==> config.mk <==
export PLATFORM = sky130hd
export DESIGN_NAME = netreg_bank
export DESIGN_NICKNAME = d
export VERILOG_FILES = /design/src/rtl/netreg_pkg.sv /design/src/rtl/netreg_ctrl.sv /design/src/rtl/netreg_dp.sv /design/src/rtl/netreg_bank.sv
export SDC_FILE = /design/constraint.sdc
export NUM_CORES = 1
export LEC_CHECK = 0
export ABC_AREA = 1
export CAP_MARGIN = 20
export CORE_MARGIN = 2
export CORE_UTILIZATION = 30
export DETAILED_ROUTE_END_ITERATION = 16
export GPL_TIMING_DRIVEN = 0
export SKIP_CTS_REPAIR_TIMING = 1
export SLEW_MARGIN = 20
export SYNTH_ARGS = -nofsm -noshare
export SYNTH_HDL_FRONTEND = slang
export SYNTH_HIERARCHICAL = 1
export SYNTH_SLANG_ARGS = --single-unit
export TNS_END_PERCENT = 10
==> constraint.sdc <==
create_clock -name clk -period 3.8 [get_ports clk]
set_clock_uncertainty 0.1 [all_clocks]
set_input_delay 0.38 -clock clk [delete_from_list [all_inputs] [get_ports clk]]
set_output_delay 0.38 -clock clk [all_outputs]
set_load 0.02 [all_outputs]
==> src/rtl/netreg_pkg.sv <==
package netreg_pkg;
  localparam int DATA_W = 8;
  localparam int REG_ADDR_W = 3;

  typedef enum logic [REG_ADDR_W-1:0] {
    RA_STAT_CMD = 3'd0,
    RA_DIAG     = 3'd1,
    RA_PTR_HI   = 3'd2,
    RA_PTR_LO   = 3'd3,
    RA_CFG      = 3'd4,
    RA_SUBADR   = 3'd5,
    RA_SPARE    = 3'd6,
    RA_SHARED   = 3'd7
  } regAddrE;

  // status: latched bits and reset value; bits 6:5 come from live inputs
  localparam logic [DATA_W-1:0] STATUS_RST  = 8'h91;
  localparam logic [DATA_W-1:0] STATUS_KEEP = 8'h9F;
  localparam int STATUS_LIVE_LO = 5;

  // diagnostic: bit 0 live, bits 7 and 1 exempt from clear-on-read
  localparam logic [DATA_W-1:0] DIAG_RDCLR = 8'h7C;
  localparam int EXCNAK_BIT = 7;

  localparam logic [DATA_W-1:0] CFG_RST = 8'h18;
  localparam int CFG_SWRST_BIT = 7;

  typedef enum logic [1:0] {
    SEL_SETUP1 = 2'd0,
    SEL_SETUP2 = 2'd1,
    SEL_NONE   = 2'd2
  } sharedSelE;

  typedef struct packed {
    logic wrCmd;
    logic wrPtrHi;
    logic wrPtrLo;
    logic wrCfg;
    logic wrSub;
    logic wrSetup1;
    logic wrSetup2;
    logic rdDiag;
    logic clrExcNak;
    logic swReset;
  } strobeT;
endpackage

==> src/rtl/netreg_ctrl.sv <==
module netreg_ctrl
  import netreg_pkg::*;
#(
  parameter logic [7:0] CLR_CMD = 8'h1E
) (
  input  logic                  clk,
  input  logic                  hwRstN,
  input  logic [REG_ADDR_W-1:0] regAddr,
  input  logic                  wrEn,
  input  logic                  rdEn,
  input  logic [DATA_W-1:0]     wrData,
  input  logic [2:0]            subAd,
  output strobeT                strb,
  output sharedSelE             sharedSel
);
  regAddrE addrE;
  logic    swRstPend;
  logic    wrAny;

  assign addrE = regAddrE'(regAddr);
  assign wrAny = wrEn;

  always_comb begin
    if (subAd[2])            sharedSel = SEL_SETUP2;
    else if (subAd[1:0] == 2'b00) sharedSel = SEL_SETUP1;
    else                     sharedSel = SEL_NONE;
  end

  always_comb begin
    strb           = '0;
    strb.wrCmd     = wrAny && (addrE == RA_STAT_CMD);
    strb.wrPtrHi   = wrAny && (addrE == RA_PTR_HI);
    strb.wrPtrLo   = wrAny && (addrE == RA_PTR_LO);
    strb.wrCfg     = wrAny && (addrE == RA_CFG);
    strb.wrSub     = wrAny && (addrE == RA_SUBADR);
    strb.wrSetup1  = wrAny && (addrE == RA_SHARED) && (sharedSel == SEL_SETUP1);
    strb.wrSetup2  = wrAny && (addrE == RA_SHARED) && (sharedSel == SEL_SETUP2);
    strb.rdDiag    = rdEn && (addrE == RA_DIAG);
    strb.clrExcNak = strb.wrCmd && (wrData == CLR_CMD);
    strb.swReset   = swRstPend;
  end

  always_ff @(posedge clk) begin
    if (!hwRstN) swRstPend <= 1'b0;
    else         swRstPend <= wrAny && (addrE == RA_CFG) && wrData[CFG_SWRST_BIT];
  end
endmodule

==> src/rtl/netreg_dp.sv <==
module netreg_dp
  import netreg_pkg::*;
#(
  parameter int RAM_ADDR_W = 11
) (
  input  logic                  clk,
  input  logic                  hwRstN,
  input  strobeT                strb,
  input  sharedSelE             sharedSel,
  input  logic [REG_ADDR_W-1:0] regAddr,
  input  logic [DATA_W-1:0]     wrData,
  input  logic [1:0]            statusLive,
  input  logic [DATA_W-1:0]     statusSet,
  input  logic [DATA_W-1:0]     statusClr,
  input  logic                  diagLive,
  input  logic [DATA_W-1:0]     diagSet,
  output logic [DATA_W-1:0]     rdData,
  output logic                  cmdValid,
  output logic [DATA_W-1:0]     cmdByte,
  output logic                  ptrLoad,
  output logic [RAM_ADDR_W-1:0] ptrAddr,
  output logic [DATA_W-1:0]     cfgOut,
  output logic [DATA_W-1:0]     setup1Out,
  output logic [DATA_W-1:0]     setup2Out,
  output logic [DATA_W-1:0]     statusQ,
  output logic [DATA_W-1:0]     diagQ,
  output logic [2:0]            subAdQ
);
  localparam int HI_BITS = RAM_ADDR_W - DATA_W;

  logic [DATA_W-1:0] ptrHiQ, ptrLoQ;
  logic [6:2]        cfgHiQ;
  logic [DATA_W-1:0] setup1Q, setup2Q;
  logic [DATA_W-1:1] diagFlags;
  logic [DATA_W-1:0] diagSetM;
  logic [DATA_W-1:0] statusRd, diagRd, sharedRd;
  regAddrE           addrE;

  assign addrE    = regAddrE'(regAddr);
  assign diagSetM = diagSet & ~8'h01;

  // status register: reset on either class
  always_ff @(posedge clk) begin
    if (!hwRstN)           statusQ <= STATUS_RST;
    else if (strb.swReset) statusQ <= STATUS_RST;
    else                   statusQ <= ((statusQ & ~statusClr) | statusSet) & STATUS_KEEP;
  end

  // diagnostic flags, one flop per bit with its own clear class
  for (genvar i = 1; i < DATA_W; i++) begin : g_diag
    localparam bit RD_CLEARS = DIAG_RDCLR[i];
    localparam bit CMD_CLEARS = (i == EXCNAK_BIT);
    always_ff @(posedge clk) begin
      if (!hwRstN)                           diagFlags[i] <= 1'b0;
      else if (strb.swReset)                 diagFlags[i] <= 1'b0;
      else if (diagSetM[i])                  diagFlags[i] <= 1'b1;
      else if (CMD_CLEARS && strb.clrExcNak) diagFlags[i] <= 1'b0;
      else if (RD_CLEARS && strb.rdDiag)     diagFlags[i] <= 1'b0;
    end
  end
  assign diagQ = {diagFlags, 1'b0};

  // command strobe
  always_ff @(posedge clk) begin
    if (!hwRstN) begin
      cmdValid <= 1'b0;
      cmdByte  <= '0;
    end else begin
      cmdValid <= strb.wrCmd;
      if (strb.wrCmd) cmdByte <= wrData;
    end
  end

  // pointer staging and load
  always_ff @(posedge clk) begin
    if (!hwRstN) begin
      ptrHiQ  <= '0;
      ptrLoQ  <= '0;
      ptrAddr <= '0;
      ptrLoad <= 1'b0;
    end else begin
      ptrLoad <= strb.wrPtrLo;
      if (strb.wrPtrHi) ptrHiQ <= wrData;
      if (strb.wrPtrLo) begin
        ptrLoQ  <= wrData;
        ptrAddr <= {ptrHiQ[HI_BITS-1:0], wrData};
      end
    end
  end

  // configuration and the single shared copy of the sub-address bits
  always_ff @(posedge clk) begin
    if (!hwRstN) begin
      cfgHiQ <= CFG_RST[6:2];
      subAdQ <= {1'b0, CFG_RST[1:0]};
    end else if (strb.wrCfg) begin
      cfgHiQ <= wrData[6:2];
      subAdQ <= {1'b0, wrData[1:0]};
    end else if (strb.wrSub) begin
      subAdQ <= wrData[2:0];
    end
  end
  assign cfgOut = {1'b0, cfgHiQ, subAdQ[1:0]};

  // setup registers: hardware reset only
  always_ff @(posedge clk) begin
    if (!hwRstN) begin
      setup1Q <= '0;
      setup2Q <= '0;
    end else begin
      if (strb.wrSetup1) setup1Q <= wrData;
      if (strb.wrSetup2) setup2Q <= wrData;
    end
  end
  assign setup1Out = setup1Q;
  assign setup2Out = setup2Q;

  // read path
  always_comb begin
    statusRd = statusQ;
    statusRd[STATUS_LIVE_LO +: 2] = statusLive;
    diagRd = {diagQ[DATA_W-1:1], diagLive};
    case (sharedSel)
      SEL_SETUP1: sharedRd = setup1Q;
      SEL_SETUP2: sharedRd = setup2Q;
      default:    sharedRd = '0;
    endcase
  end

  always_comb begin
    case (addrE)
      RA_STAT_CMD: rdData = statusRd;
      RA_DIAG:     rdData = diagRd;
      RA_PTR_HI:   rdData = ptrHiQ;
      RA_PTR_LO:   rdData = ptrLoQ;
      RA_CFG:      rdData = cfgOut;
      RA_SUBADR:   rdData = {5'b0, subAdQ};
      RA_SHARED:   rdData = sharedRd;
      default:     rdData = '0;
    endcase
  end
endmodule

==> src/rtl/netreg_bank.sv <==
module netreg_bank
  import netreg_pkg::*;
#(
  parameter int         RAM_ADDR_W = 11,
  parameter logic [7:0] CLR_CMD    = 8'h1E
) (
  input  logic                  clk,
  input  logic                  hwRstN,
  input  logic [2:0]            regAddr,
  input  logic                  wrEn,
  input  logic                  rdEn,
  input  logic [7:0]            wrData,
  output logic [7:0]            rdData,
  input  logic [1:0]            statusLive,
  input  logic [7:0]            statusSet,
  input  logic [7:0]            statusClr,
  input  logic                  diagLive,
  input  logic [7:0]            diagSet,
  output logic                  cmdValid,
  output logic [7:0]            cmdByte,
  output logic                  ptrLoad,
  output logic [RAM_ADDR_W-1:0] ptrAddr,
  output logic [7:0]            cfgOut,
  output logic                  slowData,
  output logic                  halfArb,
  output logic                  rcvAll,
  output logic                  pulseDrv,
  output logic [7:0]            setup2Out,
  output logic                  softRstPulse
);
  strobeT     strb;
  sharedSelE  sharedSel;
  logic [7:0] statusQ, diagQ, setup1Out;
  logic [2:0] subAdQ;

  netreg_ctrl #(.CLR_CMD(CLR_CMD)) u_ctrl (
    .clk(clk), .hwRstN(hwRstN), .regAddr(regAddr), .wrEn(wrEn), .rdEn(rdEn),
    .wrData(wrData), .subAd(subAdQ), .strb(strb), .sharedSel(sharedSel)
  );

  netreg_dp #(.RAM_ADDR_W(RAM_ADDR_W)) u_dp (
    .clk(clk), .hwRstN(hwRstN), .strb(strb), .sharedSel(sharedSel),
    .regAddr(regAddr), .wrData(wrData), .statusLive(statusLive),
    .statusSet(statusSet), .statusClr(statusClr), .diagLive(diagLive),
    .diagSet(diagSet), .rdData(rdData), .cmdValid(cmdValid), .cmdByte(cmdByte),
    .ptrLoad(ptrLoad), .ptrAddr(ptrAddr), .cfgOut(cfgOut), .setup1Out(setup1Out),
    .setup2Out(setup2Out), .statusQ(statusQ), .diagQ(diagQ), .subAdQ(subAdQ)
  );

  assign slowData     = setup1Out[0];
  assign halfArb      = setup1Out[1];
  assign rcvAll       = setup1Out[2];
  assign pulseDrv     = setup1Out[3];
  assign softRstPulse = strb.swReset;
endmodule

==> results.py <==
metrics = {
    "sta": {
        "tightest_slew_ns": 0.803,
        "fmax_mhz": 348,
        "finalHoldViolations": 0,
        "fin_crit_sh_pct": 75.6,
        "worst_slack_ns": 0.926,
        "tns_ns": 0,
        "maxSlewViolCount": 0,
        "rsz0062_at_grt": "false",
        "slew_headroom_pct": 46.1,
        "setup_viol": 0,
        "min_period_ns": 2.87,
    },
    "global_routing": {
        "grt_pass1_wl_um": 15500,
        "antenna_found_initial": 0,
        "gr-usage-all-layers_pct": 18.3,
        "gr-total-overflow": 0,
        "grt_pass1_vias": 2916,
        "grt_max_degree": 13,
    },
    "outcome": {
        "status": "finished, final reports clean",
    },
    "routing": {
        "drtIter0Drc": 274,
        "ant_nets": 0,
        "wire_per_inst_um": 14.6,
        "drt-total-wl_um": 9880,
        "via_per_inst": 4.72,
        "drcViolationCount": 0,
        "vias": 3195,
        "firstDrtPassIters": 5,
    },
    "setup_path": {
        "crit_type": "primary input to primary output",
        "path_cells": "clkdlybuf4s50_1, nand3_1, clkinv_1, a21oi_1, nand2_1, clkdlybuf4s50_1",
        "r2r_start": "u_dp/subAdQ[1]",
        "start_kind": "primary input",
        "cp_data_required_time_ns": 3.32,
        "critPathSlowestCell": "clkdlybuf4s50_1",
        "crit_top_cell": "clkdlybuf4s50_1",
        "cp.arrival_ns": 2.39,
        "reg2reg_depth": 7,
        "endpoint_kind": "primary output",
        "r2r-end": "u_dp/setup1Out[5]",
        "critPathMaxStageDelay_ns": 0.65,
        "reg2reg_slack_ns": 2.09,
        "worstPathMaxFanout": 11,
    },
    "job": {
        "drv_cap": 0,
    },
    "placed_design": {
        "dp_hpwl_um": 7430,
        "routabilityCongestion": 0.886,
        "numPortBuffers": 85,
        "dp_slack_ns": 0.947,
    },
    "layout": {
        "multi_input_area_sq_um": 1390,
        "layout.nets": 581,
        "drive_gt1_share_pct": 7.35,
        "ff_latch_area_sq_um": 1340,
        "diodes": 0,
        "fill_cells": 1012,
        "area_growth_pct": 40.8,
    },
    "hold_path": {
        "hp-class": "flip-flop to flip-flop",
        "min_to": "u_dp/statusQ[7]",
        "min_path_cells": 2,
        "hold_start": "u_dp/statusQ[7]",
    },
    "clocking": {
        "path_clk_slew_ns": 0.08,
        "insertion_delay_ns": 0.35,
        "clock_path_buffers": 2,
        "cts.sinks": 67,
        "cts_tree": "built",
        "cts_max_level": 3,
        "cts_buffers": 9,
        "root_buffer": "clkbuf_8",
    },
    "power_and_ir_drop": {
        "vdd_ir_drop_max_uv": 194,
        "leakagePower_nw": 1.91,
        "power_per_cell_area_nw_per_um2": 385,
    },
    "floorplanning": {
        "initial_utilization_pct": 30.9,
        "ios": 92,
        "die_width_um": 104,
        "die_h_um": 104,
        "num_rows": 36,
        "die-area_sq_um": 10900,
        "core_area_sq_um": 9770,
    },
    "logic_synthesis": {
        "postSynthAreaPerCell_sq_um": 6.83,
        "ys_warn_count": 6,
        "synthesis.area_sq_um": 3020,
        "synth_nets": 485,
        "synthCells": 443,
    },
}
## power by group
group | internal (mW) | switching [mW]
registers | 0.728 | 0.0201
clock network | 0.371 | 0.294
logic | 0.101 | 0.127
## placed cells by master (no fill, tap or decap), types with 4 or more instances in the layout
cell type / n
o21ai_1: 4
buf_2: 5
nand4_1: 18
nand2_1: 57
clkbuf_8: 9
o21ai_0: 48
dfxtp_1: 67
nand3_1: 25
nor2_1: 127
clkbuf_1: 5
a21oi_1: 23
buf_4: 8
inv_1: 38
clkdlybuf4s50_1: 85
## how the worst max path moves through the flow
stage                        start   endpoint  slack [ns]
global placement        regAddr[0]  rdData[1]        0.96
detailed placement      regAddr[0]  rdData[1]        0.95
floorplan           u_dp/subAdQ[1]  rdData[0]        1.96
global route            regAddr[0]  rdData[1]        0.75
CTS                     regAddr[0]  rdData[1]        0.94
finish                  regAddr[0]  rdData[1]        0.93
## critical path: cells and delay by family
| family | cells | cell delay [ns] |
|---|---|---|
| AO/OA/AOI/OAI | 1 | 0.28 |
| buffers and inverters | 3 | 1.38 |
| AND/OR/NAND/NOR | 2 | 0.36 |
## routing by layer
metal  track usage (%)  wire, um  vias to the layer above
met1              24.4      4420                     1440
met4              6.18       152                        0
li1                  -         -                     1611
met5                 0         0                        -
met2              28.4      4520                      135
met3              5.20       787                        9
## layout make-up
class,instances,area share [%]
tap,133,3.91
sequential,67,31.5
buffer,20,3.14
clock buffer,10,3.00
timing repair buffer,85,20.0
clock inverter,6,2.12
inverter,43,3.85
multi-input combinational,313,32.5
## registers in the layout, summed over array words and instances, names as in the netlist, 5 cells and up
| register | flops |
|---|---|
| u_dp/ptrAddr | 11 |
| u_dp/cmdByte | 8 |
| u_dp/statusQ | 6 |
| u_dp/cfgHiQ | 5 |
| u_dp/setup2Out | 8 |
| u_dp/diagQ | 7 |
| u_dp/ptrHiQ | 8 |
| u_dp/setup1Out | 8 |
## stage by stage
step | instances | area, sq um | power, mW | hold WS (ns) | util, %
floorplan | 443 | 3020 | 0.872 | 0.327 | -
global placement | 661 | 4040 | 0.991 | 0.358 | 41.3
detailed placement | 661 | 4040 | 0.992 | 0.364 | 41.3
CTS | 677 | 4260 | 1.65 | 0.383 | 43.6
global route | 677 | 4260 | 1.70 | 0.402 | 43.6
finish | 677 | 4260 | 1.64 | 0.374 | 43.6
(Power assumes the default switching activity.)
